===== src/rtl/fpx_pkg.sv =====
package fpx_pkg;
  localparam int FLAG_N  = 6;
  localparam int CAUSE_W = FLAG_N + 1;

  localparam int FL_INV = 0;
  localparam int FL_DZE = 1;
  localparam int FL_OVF = 2;
  localparam int FL_UNF = 3;
  localparam int FL_INE = 4;
  localparam int FL_IOV = 5;

  localparam int CAUSE_SWC = 0;

  typedef enum logic [1:0] {
    SCR_NORMAL = 2'b00,
    SCR_CMP    = 2'b01,
    SCR_SWC    = 2'b10,
    SCR_OFF    = 2'b11
  } scr_mode_e;

  typedef struct packed {
    logic zero;
    logic denorm;
    logic inf;
    logic nan;
  } op_class_t;
endpackage


===== src/rtl/fpx_operand_screen.sv =====
module fpx_operand_screen
  import fpx_pkg::*;
#(
  parameter int EXP_W  = 11,
  parameter int FRAC_W = 52,
  localparam int OP_W  = EXP_W + FRAC_W + 1
) (
  input  logic            valid,
  input  logic [1:0]      mode,
  input  logic [OP_W-1:0] operand,
  input  logic            flush,
  output logic            trap,
  output logic            sticky_inv,
  output logic            swc
);
  logic [EXP_W-1:0]  expo;
  logic [FRAC_W-1:0] frac;
  logic              sign_unused;
  op_class_t         cls;
  scr_mode_e         m;

  assign expo        = operand[OP_W-2 -: EXP_W];
  assign frac        = operand[FRAC_W-1:0];
  assign sign_unused = operand[OP_W-1];
  assign m           = scr_mode_e'(mode);

  always_comb begin
    cls.zero   = (expo == '0) && (frac == '0);
    cls.denorm = (expo == '0) && (frac != '0);
    cls.inf    = (expo == '1) && (frac == '0);
    cls.nan    = (expo == '1) && (frac != '0);
  end

  always_comb begin
    trap       = 1'b0;
    sticky_inv = 1'b0;
    swc        = 1'b0;
    if (valid) begin
      unique case (m)
        SCR_NORMAL: begin
          trap       = cls.denorm | cls.inf | cls.nan;
          sticky_inv = cls.inf | cls.nan;
        end
        SCR_CMP: begin
          trap       = cls.denorm | cls.nan;
          sticky_inv = cls.nan;
        end
        SCR_SWC: begin
          trap = cls.denorm & ~flush;
          swc  = trap;
        end
        default: ;
      endcase
    end
  end
endmodule


===== src/rtl/fpx_commit_eval.sv =====
module fpx_commit_eval
  import fpx_pkg::*;
#(
  parameter int NREGS = 32,
  localparam int IDX_W = $clog2(NREGS)
) (
  input  logic              valid,
  input  logic              swc_mode,
  input  logic [FLAG_N-1:0] flags,
  input  logic [FLAG_N-1:0] ignore,
  input  logic [FLAG_N-1:0] enable,
  input  logic [IDX_W-1:0]  dest,
  output logic              trap,
  output logic [FLAG_N-1:0] cause_flags,
  output logic [FLAG_N-1:0] sticky_add,
  output logic [NREGS-1:0]  regmask
);
  logic [FLAG_N-1:0] kept;

  always_comb begin
    kept        = flags & ~ignore;
    sticky_add  = '0;
    cause_flags = '0;
    if (valid) begin
      if (swc_mode) begin
        sticky_add  = kept;
        cause_flags = kept & enable;
      end else begin
        sticky_add  = flags;
        cause_flags = kept;
      end
    end
    trap = |cause_flags;
  end

  for (genvar g = 0; g < NREGS; g++) begin : g_dec
    assign regmask[g] = trap && (dest == IDX_W'(g));
  end
endmodule


===== src/rtl/fpx_sticky_csr.sv =====
module fpx_sticky_csr #(
  parameter int W = 6
) (
  input  logic         clk,
  input  logic         rst_n,
  input  logic         we,
  input  logic [W-1:0] wdata,
  input  logic [W-1:0] set_bits,
  output logic [W-1:0] q
);
  logic [W-1:0] d;
  logic         en;

  always_comb begin
    en = we | (|set_bits);
    d  = we ? wdata : (q | set_bits);
  end

  always_ff @(posedge clk or negedge rst_n) begin
    if (!rst_n)  q <= '0;
    else if (en) q <= d;
  end
endmodule


===== src/rtl/fpx_trap_unit.sv =====
module fpx_trap_unit
  import fpx_pkg::*;
#(
  parameter int EXP_W  = 11,
  parameter int FRAC_W = 52,
  parameter int NREGS  = 32,
  localparam int OP_W  = EXP_W + FRAC_W + 1,
  localparam int IDX_W = $clog2(NREGS)
) (
  input  logic               clk,
  input  logic               rst_n,
  input  logic               chk_valid,
  input  logic [1:0]         chk_mode,
  input  logic [OP_W-1:0]    chk_operand,
  input  logic               flush_denorm,
  input  logic               flag_valid,
  input  logic [FLAG_N-1:0]  flag_in,
  input  logic               cmt_valid,
  input  logic               cmt_swc,
  input  logic [FLAG_N-1:0]  cmt_ignore,
  input  logic [IDX_W-1:0]   cmt_dest,
  input  logic [FLAG_N-1:0]  trap_enable,
  input  logic               csr_we,
  input  logic [FLAG_N-1:0]  csr_wdata,
  output logic [FLAG_N-1:0]  csr_rdata,
  output logic               trap_valid,
  output logic [CAUSE_W-1:0] trap_cause,
  output logic [NREGS-1:0]   trap_regmask
);
  logic               scr_trap, scr_inv, scr_swc;
  logic               cm_trap;
  logic [FLAG_N-1:0]  cm_cause, cm_add;
  logic [NREGS-1:0]   cm_mask;
  logic [FLAG_N-1:0]  pend_q, pend_d, cmt_flags, sticky_set;
  logic               tv_d;
  logic [CAUSE_W-1:0] tc_d;
  logic [NREGS-1:0]   tm_d;

  fpx_operand_screen #(.EXP_W(EXP_W), .FRAC_W(FRAC_W)) u_screen (
    .valid(chk_valid), .mode(chk_mode), .operand(chk_operand),
    .flush(flush_denorm), .trap(scr_trap), .sticky_inv(scr_inv), .swc(scr_swc)
  );

  always_comb begin
    cmt_flags = pend_q | (flag_valid ? flag_in : '0);
    pend_d    = cmt_valid ? '0 : cmt_flags;
  end

  fpx_commit_eval #(.NREGS(NREGS)) u_commit (
    .valid(cmt_valid), .swc_mode(cmt_swc), .flags(cmt_flags),
    .ignore(cmt_ignore), .enable(trap_enable), .dest(cmt_dest),
    .trap(cm_trap), .cause_flags(cm_cause), .sticky_add(cm_add), .regmask(cm_mask)
  );

  always_comb begin
    sticky_set         = cm_add;
    sticky_set[FL_INV] = cm_add[FL_INV] | scr_inv;
  end

  fpx_sticky_csr #(.W(FLAG_N)) u_sticky (
    .clk(clk), .rst_n(rst_n), .we(csr_we), .wdata(csr_wdata),
    .set_bits(sticky_set), .q(csr_rdata)
  );

  always_comb begin
    tv_d = cm_trap | scr_trap;
    tc_d = '0;
    tm_d = '0;
    if (cm_trap) begin
      tc_d[CAUSE_W-1:1]  = cm_cause;
      tc_d[CAUSE_SWC]    = cmt_swc;
      tm_d               = cm_mask;
    end else if (scr_trap) begin
      tc_d[1 + FL_INV]   = 1'b1;
      tc_d[CAUSE_SWC]    = scr_swc;
    end
  end

  always_ff @(posedge clk or negedge rst_n) begin
    if (!rst_n) begin
      pend_q       <= '0;
      trap_valid   <= 1'b0;
      trap_cause   <= '0;
      trap_regmask <= '0;
    end else begin
      pend_q       <= pend_d;
      trap_valid   <= tv_d;
      trap_cause   <= tc_d;
      trap_regmask <= tm_d;
    end
  end
endmodule


===== config.mk =====
export PLATFORM = sky130hd
export DESIGN_NAME = fpx_trap_unit
export DESIGN_NICKNAME = d
export VERILOG_FILES = /design/src/rtl/fpx_pkg.sv /design/src/rtl/fpx_operand_screen.sv /design/src/rtl/fpx_commit_eval.sv /design/src/rtl/fpx_sticky_csr.sv /design/src/rtl/fpx_trap_unit.sv
export SDC_FILE = /design/constraint.sdc
export NUM_CORES = 1
export LEC_CHECK = 0
export ABC_AREA = 1
export BUFFER_PORTS_ARGS = -buffer_cell sky130_fd_sc_hd__buf_4
export CAP_MARGIN = 0
export CORE_UTILIZATION = 50
export CTS_CLUSTER_SIZE = 14
export DETAILED_ROUTE_END_ITERATION = 8
export HOLD_SLACK_MARGIN = 0.05
export PLACE_DENSITY = 0.95
export SETUP_SLACK_MARGIN = 0.05
export SYNTH_ARGS = -nofsm -noshare
export SYNTH_HDL_FRONTEND = slang
export SYNTH_HIERARCHICAL = 1
export SYNTH_SLANG_ARGS = --single-unit
export TNS_END_PERCENT = 50

===== constraint.sdc =====
create_clock -name clk -period 3.35 [get_ports clk]
set_input_delay 0.1675 -clock clk [delete_from_list [all_inputs] [get_ports clk]]
set_output_delay 0.1675 -clock clk [all_outputs]
set_load 0.05 [all_outputs]

==> impl.org, run 1 <==
** STA
- Tightest Pin Transition :: slightly above 600 ps
- Summed over all failing endpoints, the final setup total negative slack is 0 ps.
- Setup slack on the critical path of the routed design comes to around 1500 ps.
- The number of hold-slack violations in the final timing report came to 0.
- In the finished design, the share of the clock period the worst path needs comes to a little under three fifths.
- Final-report setup violation count :: 0
- Worst slew slack as a fraction of its limit :: around three fifths
- For the final database, setup skew stands at between 4 and 5 ps.
- Fmax :: 530 MHz
- Setup repair after global routing missed its margin :: false
- Post-layout min period :: around 1900 ps
- Final max-slew violation count :: 0

** Die
- 149 I/O pins were placed.
- The floorplan has 28 rows.
- From left edge to right edge, the die measures between 80 and 90 um.
- Y dimension of the die :: ~80 um
- The core region is a little under 6000 um^2.
- Total die area :: about 6400 um^2
- Starting Density :: 51.8%

** Final layout
- Excluding fillers, the count of instances in the completed layout stands at 650.
- At the end of the flow the core is filled with cells to about three quarters.
- After the last flow step, the layout net total stands at approximately 680.
- Final standard cell area without fillers :: roughly 4300 um^2
- The post-route netlist has between 30% and 40% of its cells at a drive strength greater than 1.
- Filler cell count :: 437
- Count of antenna diodes in the layout :: 0
- Area delta synth->final :: 41.1%

** Clock network
- In this run the number of H-tree levels came out at 2.
- Clock latency on the worst-skew pair :: about 300 ps
- TritonCTS created 5 clock buffers.
- TritonCTS built the clock tree.
- Clock-pin slew was measured on the worst setup and hold paths at roughly 90 ps.
- Cell at the root of the clock tree :: clkbuf_8
- No sink is reached through more buffers than the 2 on the longest clock path.
- Counting every sink on the clock net gives between 50 and 60.
- Number of buffers inserted to repair setup after CTS :: 0

** Placement
- PortBufs :: 147
- The HPWL after detailed placement is approximately 6500 um.
- Placer Congestion :: between 0.8 and 0.9
- In this run the cell area measured after placement is about 4200 um^2.
- Timing analysis after detailed placement gives a worst setup slack of 1520 ps.
- Cell Count Post-Placement :: roughly 640

** Outcome
- The flow ran to the end, and the final reports show no timing, DRC or antenna violations.

** Critical path
- Crit path capture type :: flip-flop
- Category of the critical setup timing path :: reg -> reg
- Number of cells traversed by the worst register-to-register path :: 9
- Data arrives at the worst endpoint at around 2100 ps.
- The signal on the critical path passes through inv_1 > nand2_1 > nand3b_1 > nor2_1 > nor2_4 > nand2_1 > buf_4 > nand2_1 > inv_1.
- Crit path max fanout :: 28
- CP delay by family, top :: simple AND/OR/NAND/NOR gates
- STA classifies the critical path startpoint as a flip-flop.
- Required time of the critical path :: between 3000 and 4000 ps
- Slowest stage delay, CP :: around 370 ps
- Stages on the worst setup path :: 9
- By instance count, the cell type seen most on the critical path is nand2_1.
- The number of buffers and inverters on the critical path is 3.
- The largest individual stage delay along the critical path comes from the cell nand2_1.

** Synth
- Sequential area share after synthesis :: 42.7%
- After synthesis, the largest area contributor takes up a little over two fifths of total cell area.
- Counting instances in the post-synthesis netlist gives the leading cell types as 117 x nand2_1, 80 x nor2_1, 64 x inv_1, 52 x dfrtp_1, 35 x nand3_1.
- Number of nets in the synthesized netlist :: about 530
- For this run, the number of Yosys warnings is 6.
- Most frequent cell after synthesis :: nand2_1
- Number of enable-type register cells in the synthesized netlist :: 0
- Mean area per synthesized cell :: 7.07 um^2
- The biggest area contributor in the post-synthesis netlist is dfrtp_1.
- Synthesis produced a netlist whose cell count is roughly 430.
- Dominant synthesized flop cell :: dfrtp_1
- Flip-flop and latch count after synthesis :: 52
- In this run the cell area of the synthesized design comes to 3050 um^2.
- By area the synthesized netlist is led by dfrtp_1 43%, nand2_1 14%, nor2_1 9.9%.
- Async SR Flop Fraction :: between 90% and 100%
- After synthesis, the netlist uses 23 different library cells.

** Min path
- Class of the tightest hold or removal check :: in -> reg
- Along the worst hold path, the cell count comes to 3.

** Power
- IR analysis of the VDD net gives a maximum drop of around 220 uV.
- Power spread over the standard cell area amounts to 349 nW/um^2.
- For this design the static power due to leakage is 2.48 nW.

** Global routing
- After global routing the overflow that remains totals 0.
- Largest net degree at the start of global routing :: 53
- The first global-routing pass estimated ~13,000 um of wire.
- Via count of the first global-routing pass :: roughly 3,100
- For this run, the total global-route usage over all layers was measured as 26.4%.
- The number of antenna violations at the first check in global routing is 0.

** Drt
- Total wire length after detailed routing :: 8210 um
- DRC errors left :: 0
- Average wire length per cell after detail routing :: about 13 um
- Remaining antenna violation count :: 0
- Detailed-router iteration count before antenna repair :: 4
- Vias after detailed routing :: 3,291
- In the routed layout, each cell is associated on average with a via count of between 5 and 6.
- Number of DRC markers after the initial detailed-route iteration :: 273

** Job
- # Max-Cap Violations :: 0
[metrics by stage]
stage          hold WS (ps)  power [mW]
2_1_floorplan          -128       0.866
3_3_place_gp            211        1.01
3_5_place_dp            230        1.02
4_1_cts                66.1        1.51
5_1_grt                70.2        1.56
6_report               65.3        1.50
[worst paths after layout]
path,start,to,slack [ps]
min reg2reg,u_sticky/q[0]$_DFFE_PN0P_,u_sticky/q[0]$_DFFE_PN0P_,500
max reg2reg,pend_q[0]$_DFF_PN0_,trap_regmask[28]$_DFF_PN0_,1460
min,csr_wdata[0],u_sticky/q[0]$_DFFE_PN0P_,70
max,pend_q[0]$_DFF_PN0_,trap_regmask[28]$_DFF_PN0_,1460
max in group asynchronous,rst_n,pend_q[1]$_DFF_PN0_,2500
min in group asynchronous,rst_n,trap_regmask[23]$_DFF_PN0_,430
[per-layer routing]
| metal | vias up | wire (um) | global-route usage, % |
|---|---|---|---|
| li1 | 1602 | - | - |
| met1 | 1499 | 2880 | 26.9 |
| met2 | 158 | 4480 | 50.4 |
| met3 | 32 | 495 | 4.66 |
| met4 | 0 | 358 | 14.3 |
| met5 | - | 0 | 0 |
[cell usage in the layout, fill, tap and decap left out, drive strengths merged]
cell type and instances:
or2 2, clkbuf 5, bufinv 2, nand4 4
inv 66, nand3 35, and2 1, o21ai 7
nor3 2, nand3b 1, or3 1, a21oi 44
dlygate4sd3 1, nor2 84, nand2 118, buf 150
dfrtp 52
[repair_timing]
action                    4_1_cts  5_1_grt
resized for setup               0        0
hold buffers                    1        0
hold endpoints to repair       52        0
[power by group]
part           internal, mW  switching (mW)
logic                 0.138           0.225
clock network         0.294           0.192
registers             0.646         0.00798
[worst reg2reg max path: stages (launching register included)]
cell and delay, ps:
dfrtp_1 340, inv_1 50, nand2_1 110, nand3b_1 100, nor2_1 220, nor2_4 60, nand2_1 370, buf_4 370
nand2_1 130, inv_1 80
[cell families after synthesis]
family,after synthesis,synth area share [%]
compound gates,51,12.0
buf+inv,80,11.7
flops,52,42.7
simple gates,248,33.6
[cell type report]
type                    instances  area, um^2  share of cell area (%)
inverters                      66         248                    5.76
clock buffers                   5        68.8                    1.60
multi-input cells             299        1390                    32.4
flip-flops and latches         52        1300                    30.3
well taps                      75        93.8                    2.18
clock inverters                 2        60.1                    1.40
repair buffers                151        1140                    26.4
[sequential cells by signal, indices dropped and copies added, names as in the netlist]
name	cells
trap_regmask	32
pend_q	6
u_sticky/q	6
trap_cause	7
trap_valid	1
No activity file was read; power rests on OpenSTA's default activity.
==> run 2, diff against run 1 <==
CORE_UTILIZATION = 46   (was 50)
PLACE_DENSITY = 0.9   (was 0.95)
clock period = 1.8 ns   (was 3.35 ns; I/O delays follow)
==> impl.org, run 2 (synthesis results as in run 1) <==
** Global routing
- Remaining global-route overflow :: 0 (unchanged)
- Global-route wire length before repair :: 13,200 um (+0.63%)
- Initial antenna violation count :: 0 (unchanged)
- The total track usage came to 23.2% (-3.2 points).
- Largest net degree at the start of global routing :: 53 (unchanged)
- The via count of the first global-routing pass is 3,132 (+0.13%).

** Critical path
- Worst r2r src :: pend_q[1]$_DFF_PN0_
- STA classifies the critical path endpoint as a flip-flop.
- The required time reported for the critical path endpoint came to 2030 ps (-1560 ps).
- The peak fanout along the critical path was 32 (+14%).
- The setup path with the least slack is of type in -> reg.
- Worst setup slack for register-to-register paths :: 280 ps (-1180 ps)
- Worst setup SP type :: input pin
- Capturing point of the worst reg2reg path :: trap_regmask[1]$_DFF_PN0_
- The cell count of the worst reg-to-reg path came to 11 (+2).
- Arr. time, crit path :: 1820 ps (-310 ps)

** Power
- The static leakage came to 2.52 nW (+1.5%).
- The peak supply drop was 522 uV (+140%).
- P per Cell Area :: 585 nW/um^2 (+67%)

** STA
- The number of hold-slack violations in the final timing report was 0 (unchanged).
- The final critical path takes up 88.2% of the cycle.
- For this run, the top clock speed supported by timing is roughly 630 MHz.
- The worst slew margin relative to its limit is 57.7% (-0.98 points).
- Worst Clk Skew :: 1.51 ps (-3.15 ps)
- The transition time of the tightest slew-check pin is 635 ps (+14.7 ps).
- The slack of the critical path was 212 ps (-1250 ps).
- The final count of pins violating max slew came to 0 (unchanged).
- The setup TNS is 0 ps (unchanged).
- Setup repair after global routing left no endpoint under its margin.
- The worst path in the final design needs a cycle of between 1500 and 2000 ps, including I/O delays and setup.
- The number of setup violations in the final report is 0 (unchanged).

** Drt
- Total wire length after detailed routing :: 7780 um (-5.3%)
- Remaining antenna violation count :: 0 (unchanged)
- Mean number of vias per cell :: 4.87 (-3.8%)
- The number of vias after detailed routing is 3,239 (-1.6%).
- Number of DRC markers after the initial detailed-route iteration :: 140 (-49%)
- Detailed-router iteration count before antenna repair :: 5 (+1)
- The residual DRC count was 0 (unchanged).
- Average wire length per cell after detail routing :: 11.7 um (-7.4%)

** Final layout
- The final layout net count was 690 (+1.8%).
- Most common library cell in the layout ignoring fill and taps :: buf_4
- The share of post-route cells with drive strength above 1 was 33.5% (-0.58 points).
- In the final layout, the registers with the most flip-flops are trap_regmask: 32 flops, trap_cause: 7 flops.
- The post-layout instance count excluding filler cells came to 665 (+2.3%).
- The area of combinational cells with multiple inputs is 1390 um^2 (unchanged).
- Ranked by flip-flop count, first place goes to trap_regmask.
- Commonest non-fill, non-tap cells in the layout :: 149 x buf_4, 117 x nand2_1, 80 x nor2_1, 64 x inv_1, 52 x dfrtp_1
- The final cell area excluding filler cells came to 4410 um^2 (+2.6%).
- Sequential Area :: 1300 um^2 (unchanged)
- The flip-flop count of the largest register, all copies and words added is 32 (unchanged).
- Filler cell count :: 513 (+17%)
- The number of antenna repair diodes is 0 (unchanged).
- Area delta synth->final :: 44.8%

** Die
- The die footprint came to 6950 um^2 (+8.5%).
- The number of core rows was 29 (+3.6%).
- Number of top-level pins :: 149 (unchanged)
- Y dimension of the die :: 83.4 um (+4.2%)
- Die X-Extent :: 83.4 um (+4.2%)
- Starting Density :: 47.7% (-4.1 points)
- The area inside the core boundary came to 6390 um^2 (+8.5%).

** Clock network
- Total clock buffers created by CTS :: 5 (unchanged)
- Clock Sink Count :: 52 (unchanged)
- CTS placed an instance of clkbuf_8 at the clock tree root.
- The total of cells resized after clock tree synthesis is 0 (unchanged).
- Number of hold buffers added after CTS :: 12 (+11)
- CTS H-Tree Depth :: 2 (unchanged)
- The clock slew at the register clock pins of the worst setup and hold paths is 90 ps (about the same).
- The maximum clock insertion buffer count is 2 (unchanged).
- The number of setup buffers added after CTS came to 0 (unchanged).
- The clock latency of the later-clocked register in the worst-skew pair was 290 ps (about the same).
- TritonCTS built the clock tree.

** Placement
- The pre-CTS setup slack is 276 ps (-1250 ps).
- The post-DP HPWL was 6090 um (-5.6%).
- The post-placement cell count came to 645 (+0.47%).
- PortBufs :: 147 (unchanged)
- The global placer's final weighted congestion was 0.855 (-4.1%).
- The post-placement cell area is 4200 um^2 (+0.84%).

** Job
- The max-capacitance violation count came to 0 (unchanged).

** Min path
- The instance count along the most critical hold path was 3 (unchanged).
- Hold Crit Endpoint :: u_sticky/q[3]$_DFFE_PN0P_
- The startpoint identified for the worst hold timing path is csr_we.
- In this run the worst hold path is classified as in -> reg.

** Outcome
- The flow ran to the end, and the final reports show no timing, DRC or antenna violations.
[run 2: changes by cell type in the layout (fill, tap and decap cells not counted)]
cell,before,now
clkbuf_1,0,1
buf_12,0,2
clkinvlp_4,0,1
buf_4,150,149
bufinv_16,2,0
clkbuf_8,5,6
dlygate4sd3_1,1,12
[run 2: layout make-up]
class	count	share of cell area [%]
clock buffer	7	1.96
clock inverter	1	0.170
inverter	66	5.62
multi-input combinational	299	31.6
sequential	52	29.5
tap	77	2.18
timing repair buffer	163	29.0
[run 2: worst max-delay path by stage]
| stage | start | to | slack [ps] | depth (start not counted) |
|---|---|---|---|---|
| 2_1_floorplan | pend_q[1]$_DFF_PN0_ | trap_valid$_DFF_PN0_ | 260 | 10 |
| 3_3_place_gp | chk_operand[7] | u_sticky/q[0]$_DFFE_PN0P_ | 330 | 12 |
| 3_5_place_dp | pend_q[2]$_DFF_PN0_ | trap_regmask[1]$_DFF_PN0_ | 280 | 11 |
| 4_1_cts | cmt_valid | trap_regmask[1]$_DFF_PN0_ | 220 | 11 |
| 5_1_grt | cmt_valid | trap_regmask[13]$_DFF_PN0_ | 70 | 11 |
| 6_report | cmt_valid | trap_regmask[1]$_DFF_PN0_ | 210 | 11 |
[run 2: routing by layer]
metal  part of all wire (%)  wire length [um]  vias to the layer above  GRT usage, %
met1                     38              2940                     1448          26.2
li1                       -                 -                     1629             -
met5                      0                 0                        -             0
met4                    3.6               280                        0          9.87
met2                     53              4120                      138          42.7
met3                    5.7               440                       24          3.88
[run 2: power breakdown]
part	total, mW	internal, mW	switching [mW]	leakage [nW]
Clock	0.660	0.313	0.347	0.0445
Combinational	0.702	0.287	0.415	1.77
Sequential	1.22	1.20	0.0136	0.705
Total	2.58	1.80	0.776	2.52
[run 2: critical path, cell delays in order]
cell	delay, ps
dlygate4sd3_1	540
buf_4	180
nand2_1	90
nor2_1	100
nand2_1	90
nand2_1	120
nor2_4	60
nand2_1	80
buf_4	300
nand2_1	110
inv_1	70
[run 2: stage by stage]
step / total power, mW / hold slack (ps) / utilization (%)
after global routing: 2.73 / 68.9 / 69.1
final: 2.58 / 67.8 / 69.1
after CTS: 2.61 / 52.6 / 69.1
after global placement: 1.90 / 137 / 65.7
after floorplan: 1.61 / -206 / -
after detailed placement: 1.92 / 155 / 65.7
==> run 3, diff against run 2 <==
CELL_PAD_IN_SITES_DETAIL_PLACEMENT = 1   (was default)
CELL_PAD_IN_SITES_GLOBAL_PLACEMENT = 2   (was default)
CORE_UTILIZATION = 24   (was 46)
PLACE_DENSITY = 0.91   (was 0.9)
==> impl.org, run 3 (synthesis results as in run 1) <==
** Outcome
- Run status :: finished clean

** Drt
- The number of detailed-route iterations in the first pass is 4 (-1).
- The total wire length after detailed routing was 9500 um (+22%).
- DRC errors left :: 0 (unchanged)
- The detail-routed net length per standard cell is 12.7 um (+8.2%).
- Number of DRC markers after the initial detailed-route iteration :: 123 (-12%)
- Vias after detailed routing :: 3,193 (-1.4%)
- Mean number of vias per cell :: 4.25 (-13%)
- Remaining antenna violation count :: 0 (unchanged)

** Placement
- PortBufs :: 147 (unchanged)
- The post-placement cell area came to 4300 um^2 (+2.5%).
- The post-placement cell count was 735 (+14%).
- Detailed placer's ending HPWL :: 7440 um (+22%)
- Placer Congestion :: 0.811 (-5.2%)

** Critical path
- Capturing point of the worst reg2reg path :: trap_cause[2]$_DFF_PN0_
- The required time reported for the critical path endpoint is 1980 ps (-50 ps).
- In this run the worst setup path begins at pend_q[5]$_DFF_PN0_.
- Crit path buf inv count :: 3 (-1)
- The largest stage delay on the critical path was 360 ps (-180 ps).
- CP delay by family, top :: simple AND/OR/NAND/NOR gates
- The data arrival time at the worst-slack endpoint was 1710 ps (-110 ps).
- STA classifies the critical path endpoint as a flip-flop.
- The cell count of the worst reg-to-reg path came to 11 (unchanged).
- The worst setup path is launched from a flip-flop.
- Worst setup slack for register-to-register paths :: 270 ps (about the same)
- In this run the critical register-to-register path is launched from pend_q[5]$_DFF_PN0_.
- Cell repeated most along the worst path :: nand2_1
- The critical path is of the reg -> reg type.
- Crit-path cells :: inv_1 > nand2_1 > nand2_1 > nor2_1 > nand2_1 > nand2_1 > nor2_4 > nand2_2 > buf_12 > nand2_1 > inv_1
- Slowest stage cell on the critical path :: dfrtp_1
- The peak fanout along the critical path was 34 (+6.3%).

** Clock network
- The cell sitting at the root of the clock tree is a clkbuf_16.
- Clock slew seen by the registers of the worst setup and hold paths :: 70 ps (-20 ps)
- The TritonCTS buffer count came to 5 (unchanged).
- The clock sink count was 52 (unchanged).
- Number of buffers inserted to repair setup after CTS :: 0 (unchanged)
- The maximum clock insertion buffer count came to 2 (unchanged).
- TritonCTS clock tree :: done
- The clock latency of the later-clocked register in the worst-skew pair came to 290 ps (about the same).
- The count of H-tree levels built during CTS came to 2 (unchanged).

** Final layout
- The library cell used most frequently in the layout, excluding fill and tap cells, is buf_4.
- More flip-flops sit in one register than any other, and that register is trap_regmask.
- Fraction of final layout cells with drive strength greater than 1 :: 34.0% (+0.46 points)
- Filler cell count :: 1,588 (+210%)
- Area delta synth->final :: 49.0%
- Registers with the most flip-flops :: trap_regmask: 32 flops, trap_cause: 7 flops
- Final standard cell area without fillers :: 4540 um^2 (+2.9%)
- Fin nets :: 685 (-0.72%)
- The top cell types in the final layout, fill and taps aside, are 147 x buf_4, 116 x nand2_1, 80 x nor2_1, 64 x inv_1, 52 x dfrtp_1.
- The flip-flop count of the largest register, all copies and words added is 32 (unchanged).
- Count of antenna diodes in the layout :: 0 (unchanged)
- The post-layout instance count excluding filler cells is 751 (+13%).

** STA
- Period utilization :: 85.0% (-3.2 points)
- Final-report setup violation count :: 0 (unchanged)
- The transition time of the tightest slew-check pin came to 664 ps (+29.5 ps).
- The number of hold-slack violations in the final timing report is 0 (unchanged).
- The worst slew margin relative to its limit came to 55.6% (-2.1 points).
- The post-route clock skew was 4.46 ps (+2.95 ps).
- The minimum clock period was 1530 ps (-57.5 ps).
- Setup repair after global routing missed its margin :: false
- The final hold slack came to 55.9 ps (-11.9 ps).
- The setup TNS came to 0 ps (unchanged).
- Fmax :: 653 MHz (+3.8%)
- The final count of pins violating max slew was 0 (unchanged).

** Min path
- The path with the worst hold slack has its endpoint at pend_q[0]$_DFF_PN0_.
- The startpoint identified for the worst hold timing path is cmt_valid.
- Cell depth of the worst min-delay path :: 2 (-1)
- Class of the tightest hold or removal check :: in -> reg

** Power
- The overall power after layout is 2.89 mW (+12%).
- The peak supply drop is 331 uV (-37%).
- The static leakage is 2.53 nW (+0.52%).
- The power per unit of standard cell area was 637 nW/um^2 (+8.9%).

** Die
- Die X-Extent :: 115 um (+38%)
- The number of core rows came to 40 (+38%).
- The number of top-level design ports came to 149 (unchanged).
- The area inside the core boundary was 12,200 um^2 (+91%).
- The effective utilization at floorplan was 24.9% (-23 points).
- Total die area :: 13,100 um^2 (+89%)
- The die extent in y is 115 um (+38%).

** Global routing
- Remaining global-route overflow :: 0 (unchanged)
- The via count of the first global-routing pass came to 3,321 (+6.0%).
- Global-route total usage across every layer :: 14.7% (-8.5 points)
- Global-route wire length before repair :: 15,200 um (+16%)
- Initial antenna violation count :: 0 (unchanged)
- The pin count of the biggest net entering global routing was 53 (unchanged).

** Job
- # Max-Cap Violations :: 0 (unchanged)
## run 3: cell types whose count changed in the layout (fill, tap and decap cells not counted), sizes merged
cell and change:
dlygate4sd3 -4, clkinvlp -1, buf -1, clkbuf -1, clkinv +2
## run 3: worst max path at each step
stage	endpoint	slack, ps	depth (start not counted)
after global placement	trap_valid$_DFF_PN0_	160	9
after detailed placement	trap_regmask[18]$_DFF_PN0_	110	11
after CTS	trap_regmask[18]$_DFF_PN0_	100	11
after floorplan	trap_valid$_DFF_PN0_	260	10
final	trap_cause[2]$_DFF_PN0_	270	11
after global routing	trap_regmask[13]$_DFF_PN0_	100	11
## run 3: cell type report
| type | instances | area [um^2] | share of cell area (%) |
|---|---|---|---|
| Inverter | 66 | 248 | 5.46 |
| Sequential cell | 52 | 1300 | 28.7 |
| Timing Repair Buffer | 158 | 1230 | 27.2 |
| Clock buffer | 6 | 139 | 3.06 |
| Tap cell | 168 | 210 | 4.63 |
| Clock inverter | 2 | 10.0 | 0.221 |
| Multi-Input combinational cell | 299 | 1400 | 30.7 |
## run 3: where the power goes
part           switching [mW]  internal, mW
logic                   0.429         0.283
registers              0.0138          1.20
clock network           0.411         0.549
total                   0.854          2.04
## run 3: repair_timing
item | 4_1_cts | 5_1_grt
hold endpoints to repair | 58 | 0
hold buffers | 8 | 0
setup endpoints to repair | 0 | 35
resized for setup | 0 | 2
## run 3: worst register-to-register path, cell delays in order (launching register included)
cell	delay, ps
dfrtp_1	360
inv_1	70
nand2_1	60
nand2_1	90
nor2_1	50
nand2_1	70
nand2_1	90
nor2_4	130
nand2_2	160
buf_12	210
nand2_1	90
inv_1	40
## run 3: per-layer routing
metal | global-route usage, % | up-vias | wire (um)
li1 | - | 1615 | -
met2 | 27.6 | 93 | 4940
met5 | 0 | - | 0
met3 | 2.86 | 16 | 504
met4 | 5.54 | 0 | 201
met1 | 16.3 | 1469 | 3860
## run 3: stage by stage
stage | utilization, % | setup slack (ps)
after detailed placement | 35.2 | 110
after floorplan | - | 257
after global routing | 37.2 | 102
after global placement | 35.2 | 158
after CTS | 37.1 | 104
final | 37.2 | 269
